`config.mk`:
```
export PLATFORM = sky130hd
export DESIGN_NAME = mdio_master
export DESIGN_NICKNAME = d
export VERILOG_FILES = /design/src/rtl/mdio_pkg.sv /design/src/rtl/mdio_clkgen.sv /design/src/rtl/mdio_shifter.sv /design/src/rtl/mdio_ctrl.sv /design/src/rtl/mdio_master.sv
export SDC_FILE = /design/constraint.sdc
export NUM_CORES = 1
export LEC_CHECK = 0
export ABC_AREA = 1
export BUFFER_PORTS_ARGS = -buffer_cell sky130_fd_sc_hd__clkbuf_2
export CAP_MARGIN = 20
export CORE_ASPECT_RATIO = 0.9
export CORE_MARGIN = 4
export CORE_UTILIZATION = 38
export CTS_CLUSTER_DIAMETER = 80
export DETAILED_ROUTE_END_ITERATION = 16
export HOLD_SLACK_MARGIN = 0.06
export PLACE_DENSITY = 0.6
export SYNTH_ARGS = -nofsm -noshare
export SYNTH_HDL_FRONTEND = slang
export SYNTH_SLANG_ARGS = --single-unit
```
`constraint.sdc`:
```
create_clock -name clk -period 4.7 [get_ports clk]
set_input_delay 0.94 -clock clk [delete_from_list [all_inputs] [get_ports clk]]
set_output_delay 0.94 -clock clk [all_outputs]
set_load 0.02 [all_outputs]
```
`src/rtl/mdio_pkg.sv`:
```
package mdio_pkg;

   localparam int          FRAME_BITS = 32;
   localparam logic [1:0]  CODE_START = 2'b01;
   localparam logic [1:0]  CODE_RD    = 2'b10;
   localparam logic [1:0]  CODE_WR    = 2'b01;
   localparam logic [1:0]  TURN_WR    = 2'b10;
   localparam int          HDR_BITS   = 14;

   typedef enum logic [1:0] {
      CS_RSTWAIT = 2'd0,
      CS_IDLE    = 2'd1,
      CS_RUN     = 2'd2
   } ctrl_st_t;

   typedef struct packed {
      logic        rd;
      logic [4:0]  phy;
      logic [4:0]  regad;
      logic [15:0] wdat;
   } mdio_req_t;

   // Bit pattern driven on the wire for one frame, MSB first.
   function automatic logic [FRAME_BITS-1:0] frame_bits(input mdio_req_t r);
      return {CODE_START, (r.rd ? CODE_RD : CODE_WR), r.phy, r.regad,
              (r.rd ? 2'b11 : TURN_WR), (r.rd ? 16'hFFFF : r.wdat)};
   endfunction

   // Drive-enable pattern: reads release the line after the header.
   function automatic logic [FRAME_BITS-1:0] frame_oe(input logic rd);
      return rd ? {{HDR_BITS{1'b1}}, {(FRAME_BITS-HDR_BITS){1'b0}}}
                : {FRAME_BITS{1'b1}};
   endfunction

endpackage

```
`src/rtl/mdio_clkgen.sv`:
```
module mdio_clkgen #(
   parameter int HALF_PERIOD = 3
) (
   input  logic clk,
   input  logic rst_n,
   input  logic run,
   output logic mdc,
   output logic rise_stb,
   output logic fall_stb
);
   localparam int CW = (HALF_PERIOD > 1) ? $clog2(HALF_PERIOD) : 1;

   logic tick;

   generate
      if (HALF_PERIOD == 1) begin : g_nocnt
         assign tick = run;
      end else begin : g_cnt
         logic [CW-1:0] cnt;
         always_ff @(posedge clk or negedge rst_n) begin
            if (!rst_n)                              cnt <= '0;
            else if (!run)                           cnt <= '0;
            else if (cnt == CW'(HALF_PERIOD - 1))    cnt <= '0;
            else                                     cnt <= cnt + CW'(1);
         end
         assign tick = run && (cnt == CW'(HALF_PERIOD - 1));
      end
   endgenerate

   always_ff @(posedge clk or negedge rst_n) begin
      if (!rst_n)      mdc <= 1'b0;
      else if (!run)   mdc <= 1'b0;
      else if (tick)   mdc <= ~mdc;
   end

   assign rise_stb = tick & ~mdc;
   assign fall_stb = tick &  mdc;

   AST_STROBES_EXCLUSIVE: assert property (@(posedge clk) disable iff (!rst_n)
      !(rise_stb && fall_stb));
   AST_RISE_FROM_LOW: assert property (@(posedge clk) disable iff (!rst_n)
      rise_stb |=> mdc);

endmodule

```
`src/rtl/mdio_shifter.sv`:
```
module mdio_shifter
   import mdio_pkg::*;
#(
   parameter int PRE_SUPPORT  = 1,
   parameter int PREAMBLE_LEN = 32
) (
   input  logic        clk,
   input  logic        rst_n,
   input  logic        load,
   input  mdio_req_t   req,
   input  logic        pre_en,
   input  logic        shift,
   input  logic        sample,
   input  logic        mdio_i,
   output logic        mdio_o,
   output logic        mdio_oe,
   output logic [15:0] cap
);
   localparam int PRE_W = (PRE_SUPPORT != 0) ? PREAMBLE_LEN : 0;
   localparam int SH_W  = FRAME_BITS + PRE_W;

   logic [SH_W-1:0]       dat_q, oe_q, dat_ld, oe_ld;
   logic [FRAME_BITS-1:0] fr_d, fr_oe;

   assign fr_d  = frame_bits(req);
   assign fr_oe = frame_oe(req.rd);

   generate
      if (PRE_SUPPORT != 0) begin : g_pre
         assign dat_ld = pre_en ? {{PRE_W{1'b1}}, fr_d}  : {fr_d,  {PRE_W{1'b1}}};
         assign oe_ld  = pre_en ? {{PRE_W{1'b1}}, fr_oe} : {fr_oe, {PRE_W{1'b0}}};
      end else begin : g_nopre
         logic unused_pre;
         assign unused_pre = pre_en;
         assign dat_ld = fr_d;
         assign oe_ld  = fr_oe;
      end
   endgenerate

   always_ff @(posedge clk or negedge rst_n) begin
      if (!rst_n) begin
         dat_q <= '1;
         oe_q  <= '0;
      end else if (load) begin
         dat_q <= dat_ld;
         oe_q  <= oe_ld;
      end else if (shift) begin
         dat_q <= {dat_q[SH_W-2:0], 1'b1};
         oe_q  <= {oe_q[SH_W-2:0], 1'b0};
      end
   end

   always_ff @(posedge clk or negedge rst_n) begin
      if (!rst_n)      cap <= '0;
      else if (sample) cap <= {cap[14:0], mdio_i};
   end

   assign mdio_o  = dat_q[SH_W-1];
   assign mdio_oe = oe_q[SH_W-1];

   AST_NO_LOAD_SHIFT: assert property (@(posedge clk) disable iff (!rst_n)
      !(load && sample));

endmodule

```
`src/rtl/mdio_ctrl.sv`:
```
module mdio_ctrl
   import mdio_pkg::*;
#(
   parameter int HALF_PERIOD  = 3,
   parameter int PRE_SUPPORT  = 1,
   parameter int PREAMBLE_LEN = 32
) (
   input  logic        clk,
   input  logic        rst_n,
   input  logic        start,
   input  logic        rd_nwr,
   input  logic        pre_en,
   input  logic        fall_stb,
   input  logic [15:0] cap,
   output logic        busy,
   output logic        run,
   output logic        load,
   output logic        done,
   output logic [15:0] rd_data
);
   localparam int WAIT_CYC = 2 * HALF_PERIOD;
   localparam int WCW      = $clog2(WAIT_CYC + 1);
   localparam int MAXB     = FRAME_BITS + ((PRE_SUPPORT != 0) ? PREAMBLE_LEN : 0);
   localparam int BCW      = $clog2(MAXB + 1);

   ctrl_st_t       st;
   logic [WCW-1:0] wcnt;
   logic [BCW-1:0] bcnt, last_idx;
   logic           rd_q, use_pre, last_bit;

   assign use_pre  = (PRE_SUPPORT != 0) && pre_en;
   assign load     = (st == CS_IDLE) && start;
   assign run      = (st == CS_RUN);
   assign busy     = (st != CS_IDLE);
   assign last_bit = run && fall_stb && (bcnt == last_idx);

   always_ff @(posedge clk or negedge rst_n) begin
      if (!rst_n) begin
         st       <= CS_RSTWAIT;
         wcnt     <= '0;
         bcnt     <= '0;
         last_idx <= '0;
         rd_q     <= 1'b0;
         done     <= 1'b0;
         rd_data  <= '0;
      end else begin
         done <= 1'b0;
         unique case (st)
            CS_RSTWAIT: begin
               wcnt <= wcnt + WCW'(1);
               if (wcnt == WCW'(WAIT_CYC - 1)) st <= CS_IDLE;
            end
            CS_IDLE: begin
               if (start) begin
                  st       <= CS_RUN;
                  bcnt     <= '0;
                  rd_q     <= rd_nwr;
                  last_idx <= use_pre ? BCW'(MAXB - 1) : BCW'(FRAME_BITS - 1);
               end
            end
            CS_RUN: begin
               if (last_bit) begin
                  st   <= CS_IDLE;
                  done <= 1'b1;
                  if (rd_q) rd_data <= cap;
               end else if (fall_stb) begin
                  bcnt <= bcnt + BCW'(1);
               end
            end
            default: st <= CS_IDLE;
         endcase
      end
   end

   AST_DONE_ONE_CYCLE: assert property (@(posedge clk) disable iff (!rst_n)
      done |=> !done);
   AST_DONE_LEAVES_IDLE: assert property (@(posedge clk) disable iff (!rst_n)
      done |-> !busy);
   AST_BUSY_START_NO_EFFECT: assert property (@(posedge clk) disable iff (!rst_n)
      (run && start && !fall_stb) |=> $stable(bcnt) && $stable(rd_q));
   AST_WAIT_NO_LOAD: assert property (@(posedge clk) disable iff (!rst_n)
      (st == CS_RSTWAIT) |-> !load);
   AST_RDDATA_ONLY_AT_DONE: assert property (@(posedge clk) disable iff (!rst_n)
      !done |=> ($stable(rd_data) || done));

endmodule

```
`src/rtl/mdio_master.sv`:
```
module mdio_master
   import mdio_pkg::*;
#(
   parameter int SYS_CLK_HZ   = 50_000_000,
   parameter int HALF_PERIOD  = 3,
   parameter int PRE_SUPPORT  = 1,
   parameter int PREAMBLE_LEN = 32
) (
   input  logic        clk,
   input  logic        rst_n,
   input  logic        start,
   input  logic        rd_nwr,
   input  logic        pre_en,
   input  logic [4:0]  phy_addr,
   input  logic [4:0]  reg_addr,
   input  logic [15:0] wr_data,
   output logic [15:0] rd_data,
   output logic        busy,
   output logic        done,
   output logic        mdc,
   input  logic        mdio_i,
   output logic        mdio_o,
   output logic        mdio_oe
);
   localparam longint MDC_HZ = longint'(SYS_CLK_HZ) / (2 * longint'(HALF_PERIOD));

   generate
      if (HALF_PERIOD < 1) begin : g_bad_half
         $error("HALF_PERIOD must be at least 1");
      end
      if (MDC_HZ > 25_000_000) begin : g_bad_rate
         $error("MDC rate exceeds 25 MHz");
      end
      if (PRE_SUPPORT != 0 && PREAMBLE_LEN < 32) begin : g_bad_pre
         $error("PREAMBLE_LEN must be at least 32");
      end
   endgenerate

   logic        run, load, rise_stb, fall_stb;
   logic [15:0] cap;
   mdio_req_t   req;

   assign req = '{rd: rd_nwr, phy: phy_addr, regad: reg_addr, wdat: wr_data};

   mdio_clkgen #(.HALF_PERIOD(HALF_PERIOD)) clkgen_i (
      .clk(clk), .rst_n(rst_n), .run(run),
      .mdc(mdc), .rise_stb(rise_stb), .fall_stb(fall_stb)
   );

   mdio_shifter #(.PRE_SUPPORT(PRE_SUPPORT), .PREAMBLE_LEN(PREAMBLE_LEN)) shifter_i (
      .clk(clk), .rst_n(rst_n), .load(load), .req(req), .pre_en(pre_en),
      .shift(fall_stb), .sample(rise_stb), .mdio_i(mdio_i),
      .mdio_o(mdio_o), .mdio_oe(mdio_oe), .cap(cap)
   );

   mdio_ctrl #(.HALF_PERIOD(HALF_PERIOD), .PRE_SUPPORT(PRE_SUPPORT),
               .PREAMBLE_LEN(PREAMBLE_LEN)) ctrl_i (
      .clk(clk), .rst_n(rst_n), .start(start), .rd_nwr(rd_nwr), .pre_en(pre_en),
      .fall_stb(fall_stb), .cap(cap), .busy(busy), .run(run), .load(load),
      .done(done), .rd_data(rd_data)
   );

   AST_HOLD_WHILE_HIGH: assert property (@(posedge clk) disable iff (!rst_n)
      mdc |-> ($stable(mdio_o) && $stable(mdio_oe)));
   AST_IDLE_MDC_LOW: assert property (@(posedge clk) disable iff (!rst_n)
      !busy |-> !mdc);
   AST_IDLE_RELEASED: assert property (@(posedge clk) disable iff (!rst_n)
      !busy |-> (!mdio_oe && mdio_o));

endmodule

```
# Word level (Yosys, flattened, before mapping)
# Cells that the tools add are included.
# totals
reg_bits	184
latchBits	0
ramBits	0
mem_bits_ro	0
out_inout_bits	21
memories	0
# op_classes
add_sub_neg	3
multipliers	0
div_mod_pow	0
order_cmp	0
n_eq_ne	12
shifts	0
mux	25
n_bitwise	3
reduce_logical	11
# op_table
op	n
64-bit two-way mux	6
7-bit two-way mux	3
18-bit two-way mux	1
16-bit two-way mux	1
7-bit case mux with 2 select lines	1
2-bit two-way mux	6
2-bit by 1-bit inequality test with 1-bit output (second input constant)	4
7-bit by 1-bit adder with 7-bit output (second input constant)	1
7-bit == test	1
6-bit two-way mux	1
2-bit inequality test (second input constant)	3
2-bit case mux with 3 select lines	1
3-bit AND reduction	2
1-bit two-way mux	5
2-bit == test (second input constant)	2
1-bit logical AND	4
4-bit AND reduction	1
2-bit nonzero test	2
3-bit by 1-bit adder with 3-bit output (second input constant)	1
3-bit == test (second input constant)	1
2-bit by 1-bit adder with 2-bit output (second input constant)	1
1-bit AND	2
2-bit by 1-bit == test with 1-bit output (second input constant)	1
2-bit logical NOT	1
2 further kinds	2

# Depth between registers and ports, before layout
# depth
word_depth	7
mapped_depth	11
ltp_nobuf	10

# Cells and area by module
# A second synthesis with hierarchy kept.
# hier_totals
hier_cells	1033
area_unflattened_um2	8399.3
# modules_own_cells
module	n_inst	cells_per_inst	area_each_um2	seq_area_each_um2
mdio_shifter	1	835	6627.6	3683.5
mdio_ctrl	1	180	1637.8	800.8
mdio_clkgen	1	18	133.9	75.1

# Worst setup path before layout
# Ideal clock, no wire load.
# synth_timing
kind	input -> register
start	input port start
end	register shifter_i.oe_q[39]
setup_ns	0.133
t_arrival_ns	1.825
required_time_ns	4.567
path_slack_ns	2.742
path_stages	5
n_path_buf	1
cell_sequence	nand3_4 -> inv_2 -> o21ai_1 -> clkbuf_1 -> a21oi_1
# synth_via
elab_chain_len	2
elab_cells_between_ends	3
cone_classes	1 x mux; 2 x reduce/logical
# synth_lines
item	line_no	text
start, declared	mdio_master.sv:11	input logic start,
1-bit logical AND (*)	mdio_ctrl.sv:32	assign load = (st == CS_IDLE) && start;
64-bit two-way mux or 2-bit nonzero test (tied branches)	n/a	
end signal, assigned	mdio_shifter.sv:46	oe_q <= oe_ld;
end signal, assigned	mdio_shifter.sv:49	oe_q <= {oe_q[SH_W-2:0], 1'b0};
end, declared	mdio_shifter.sv:22	logic [SH_W-1:0] dat_q, oe_q, dat_ld, oe_ld;
# Mark *: on every way between the ends. The rest lies on a longest branch, timed or not.
# A chain may end at the register's enable or synchronous reset.

# Worst setup path after layout
# layout_timing
start	register ctrl_i.st[0]
end	register shifter_i.dat_q[28]
# layout_via
elab_chain_len	4
elab_cells_between_ends	7
cone_classes	2 x eq/ne; 1 x mux; 1 x bitwise; 3 x reduce/logical
# layout_lines
item	line_no	text
start, declared	mdio_ctrl.sv:26	ctrl_st_t st;
start signal, assigned	mdio_ctrl.sv:39	st <= CS_RSTWAIT;
start signal, assigned	mdio_ctrl.sv:51	if (wcnt == WCW'(WAIT_CYC - 1)) st <= CS_IDLE;
start signal, assigned	mdio_ctrl.sv:55	st <= CS_RUN;
2-bit == test	mdio_ctrl.sv:33	assign run = (st == CS_RUN);
1-bit logical AND	mdio_clkgen.sv:26	assign tick = run && (cnt == CW'(HALF_PERIOD - 1));
1-bit AND	mdio_clkgen.sv:37	assign fall_stb = tick & mdc;
2-bit nonzero test (no source line)	n/a	
end signal, assigned	mdio_shifter.sv:45	dat_q <= dat_ld;
end signal, assigned	mdio_shifter.sv:48	dat_q <= {dat_q[SH_W-2:0], 1'b1};
end, declared	mdio_shifter.sv:22	
# Parallel ways exist; a longest one is shown, timed or not.

==> PnR_summary.wiki <==
{| class="wikitable"
! Metric !! Value
|-
| Total half-perimeter wirelength after legalization and detailed placement || approximately 9400 um
|-
| Finished Core Util || 0.440
|-
| Fraction of the mapped netlist area in compound gates || 0.177
|-
| Max Cap Viol || 0
|-
| Fraction of synthesized cell area taken by the top area cell type || 0.368
|-
| Die width || 159 um
|-
| Initial core utilization || 0.388
|-
| Endpoint arrival time on the critical path || 3.09 ns
|-
| Clk pin slew, worst setup/hold paths || 0.07 ns
|-
| Clk pwr share || 0.471
|-
| Worst-Margin Slew || ~0.92 ns
|-
| Number of warning messages in the yosys log || 0
|-
| Total gr overflow || 0
|-
| TritonCTS clock tree || yes
|-
| Std-Cell Rows || 49
|-
| CP bufs+invs || 2
|-
| Most prevalent standard cell on the critical path || sky130_fd_sc_hd__nor2_4
|-
| Ratio of routed vias to standard cells || around 4.9
|-
| Synthesized-area fraction occupied by adder cells || 0.00481
|-
| Fraction of layout instances using a drive strength above 1 || 0.188
|-
| Sequential share of the synthesized area || 0.584
|-
| CP top delay family || simple AND/OR/NAND/NOR gates
|-
| Minimum setup slack in the final design || between 1.5 and 2 ns
|-
| Multi-input gate area || around 2700 um2
|-
| Total power || a little over 3 mW
|-
| Total standard cell area after synthesis || 7810 um2
|-
| Leading cell types in the layout, fill and taps excluded || 230 x sky130_fd_sc_hd__nand2_1, 115 x sky130_fd_sc_hd__dfrtp_1, 89 x sky130_fd_sc_hd__o21ai_0
|-
| Power density over cell area || approximately 340 nW/um2
|-
| DR DRC count || 0
|-
| Largest clock skew in the final design || slightly above 0.008 ns
|-
| Total placed cells including tap cells || 1136
|-
| Min cycle time layout || ~2.7 ns
|-
| Number of antenna cells inserted || 0
|-
| Distinct cells, synth || 36
|-
| Layout area overhead || 13.3%
|-
| Wire length of the first global-routing pass || roughly 28000 um
|-
| DP Area || between 8000 and 9000 um2
|-
| Status || finished clean
|-
| Max Clock Freq || between 300 and 400 MHz
|-
| Worst max-slew margin expressed relative to the limit || 0.386
|-
| Simple-gate share of the synthesized area || 0.162
|-
| Category of the critical setup timing path || reg2reg
|-
| Cells after synthesis || between 800 and 900
|-
| Total number of cells along the worst setup path || 8
|-
| Port Buffers || 52
|-
| Total routing resource utilization after global routing || 0.147
|-
| I/O pins || 53
|-
| LEAKAGE || between 4 and 5 nW
|-
| Most used flip-flop cell after synthesis || sky130_fd_sc_hd__dfrtp_1
|-
| Number of synthesized register bits || ~180
|-
| Parity-gate share of the synthesized area counting xor and xnor cells || 0.00224
|-
| Final sum of negative setup slack || 0 ns
|-
| Cell count of the worst hold path || 1
|-
| Detailed Route Iter0 Violations || between 500 and 600
|-
| Number of max-slew violations in the final report || 0
|-
| Switching power total || roughly 0.75 mW
|-
| Average size of a mapped cell || just under 9 um2
|-
| Area of the die || ~23000 um2
|-
| Number of hold buffers added after CTS || 0
|-
| Maximum number of pins on one net before global-route repair || 100
|-
| Delay of the slowest cell on the worst path || roughly 0.7 ns
|-
| Syn_nets || 910
|-
| Antenna-violating nets left || 0
|-
| TritonCTS buffer count || 17
|-
| Tightest Hold Check Type || reg2reg
|-
| Via count of the first global-routing pass || 5703
|-
| Area contributors post-synth || sky130_fd_sc_hd__dfrtp_1 37%, sky130_fd_sc_hd__dfstp_2 22%, sky130_fd_sc_hd__nand2_1 11%, sky130_fd_sc_hd__o21ai_0 5.7%, sky130_fd_sc_hd__inv_1 3.7%
|-
| Number of buffers on the longest clock path || 2
|-
| Post-route cell area || 8850 um2
|-
| Post-CTS setup repair buffer count || 0
|-
| Critical Path Sink Type || flip-flop
|-
| R2R depth || 8
|-
| Area occupied by registers || roughly 4600 um2
|-
| Largest vdd supply drop || roughly 0.22 mV
|-
| CTS root buf || sky130_fd_sc_hd__clkbuf_16
|-
| Total iterations of the first detailed-routing run || 4
|-
| Height of the die || roughly 140 um
|-
| Combinational family with the most area after synthesis || compound AO/OA/AOI/OAI gates
|-
| Worst Hold Slack || roughly 0.43 ns
|-
| Internal power contribution || about 2.3 mW
|-
| Most common library cell in the layout ignoring fill and taps || sky130_fd_sc_hd__nand2_1
|-
| Sinks on the clock net || 179
|-
| Post-layout net count || between 900 and 1000
|-
| Most area-hungry cell type in the Yosys netlist || sky130_fd_sc_hd__dfrtp_1
|-
| Share of flip-flops with an asynchronous set or reset || 1.00
|-
| Sw Share || 0.246
|-
| CP startpoint kind || flip-flop
|-
| Detailed-route wire length || ~16000 um
|-
| CP max stage cell || sky130_fd_sc_hd__buf_4
|-
| Total setup violations reported at the end of the flow || 0
|-
| Count of flip-flops with a built-in enable after synthesis || 0
|-
| Routed vias || between 5000 and 6000
|-
| Clock latency at the later pin of the worst-skew pair || 0.43 ns
|-
| Number of cells in the finished layout apart from fillers || 1169
|-
| Final weighted congestion of routability-driven global placement || approximately 0.79
|-
| Ratio of final minimum period to clock period || 0.583
|-
| Proportion of power drawn by combinational gates || 0.019
|-
| Number of fill cells || 1989
|-
| Maximum net fanout on the critical path || 99
|-
| CP cell instances || nor2_4, nand2_2, nor2_4, inv_2, nand2_4, buf_4, o221ai_1, o21ai_0
|-
| Flop pwr share || 0.510
|-
| Number of antenna violations at the first check in global routing || 0
|-
| Mean routed wirelength per cell || between 10 and 15 um
|-
| Setup slack after placement || 1.55 ns
|-
| Post-cts gate resize count || 0
|-
| Core ar. || between 20000 and 25000 um2
|-
| Crit path required time || around 5.1 ns
|-
| Number of levels the H-tree was split into || 4
|-
| Mux cell area share after synthesis || 0
|-
| RSZ-0062 raised after global routing || false
|-
| Hold violation count in the final report || 0
|}
[logic make-up (layout without fill, tap and decap cells)]
| logic type | Yosys count | count (layout) |
|---|---|---|
| compound gates | 243 | 243 |
| simple gates | 313 | 313 |
| fa+ha+maj | 3 | 3 |
| flops | 179 | 179 |
| buf+inv | 135 | 174 |
| xor+xnor | 2 | 2 |
[per-layer routing]
metal | share of wire | routed length [um] | global-route usage | up-vias
met1 | 0.51 | 8170 | 0.209 | 2731
li1 | - | - | - | 2954
met4 | 0.0081 | 129 | 0.0356 | 0
met3 | 0.040 | 637 | 0.0351 | 10
met2 | 0.44 | 7080 | 0.230 | 88
met5 | 0 | 0 | 0 | -
[worst reg2reg max path, stage by stage (launching register included)]
cell,delay (ns)
sky130_fd_sc_hd__dfrtp_1,0.46
sky130_fd_sc_hd__nor2_4,0.28
sky130_fd_sc_hd__nand2_2,0.11
sky130_fd_sc_hd__nor2_4,0.47
sky130_fd_sc_hd__inv_2,0.12
sky130_fd_sc_hd__nand2_4,0.09
sky130_fd_sc_hd__buf_4,0.68
sky130_fd_sc_hd__o221ai_1,0.33
sky130_fd_sc_hd__o21ai_0,0.13
[final timing paths]
path / from / to / slack [ns]
max reg2reg: ctrl_i.st[0]$_DFFE_PN0P_ / shifter_i.dat_q[28]$_DFFE_PN1P_ / 1.96
max: ctrl_i.st[0]$_DFFE_PN0P_ / shifter_i.dat_q[28]$_DFFE_PN1P_ / 1.96
min: clkgen_i.g_cnt.cnt[0]$_DFF_PN0_ / clkgen_i.g_cnt.cnt[0]$_DFF_PN0_ / 0.43
max in group asynchronous: rst_n / shifter_i.dat_q[6]$_DFFE_PN1P_ / 3.20
min reg2reg: clkgen_i.g_cnt.cnt[0]$_DFF_PN0_ / clkgen_i.g_cnt.cnt[0]$_DFF_PN0_ / 0.43
min in group asynchronous: rst_n / ctrl_i.bcnt[2]$_DFFE_PN0P_ / 0.57
[power by group through the flow]
stage          registers (mW)  logic, mW  clock network [mW]
3_5_place_dp             1.58     0.0617                   0
3_3_place_gp             1.58     0.0627                   0
4_1_cts                  1.55     0.0620                1.47
6_report                 1.55     0.0588                1.43
2_1_floorplan            1.58    0.00599                   0
5_1_grt                  1.55     0.0691                1.54
[flip-flops by register name (all words and copies together) (netlist names)]
register / cells
shifter_i.dat_q: 64
ctrl_i.rd_data: 16
ctrl_i.rd_q: 1
ctrl_i.last_idx: 2
clkgen_i.g_cnt.cnt: 2
clkgen_i.mdc: 1
shifter_i.oe_q: 64
ctrl_i.done: 1
ctrl_i.wcnt: 3
ctrl_i.st: 2
ctrl_i.bcnt: 7
shifter_i.cap: 16
[synth_stat cells, drive strengths merged (7+ instances only)]
master / number
a21oi: 48
buf: 25
clkbuf: 30
dfrtp: 115
dfstp: 64
inv: 80
nand2: 233
nand3: 29
nor2: 42
o211ai: 29
o21ai: 125
o22ai: 24
o311ai: 7
[cell type report]
| class | count | share of cell area |
|---|---|---|
| tap | 255 | 0.0361 |
| timing repair buffer | 62 | 0.0409 |
| inverter | 80 | 0.0339 |
| clock buffer | 17 | 0.0481 |
| multi-input combinational | 561 | 0.306 |
| clock inverter | 15 | 0.0199 |
| sequential | 179 | 0.515 |
No activity file was read; power rests on OpenSTA's default activity.
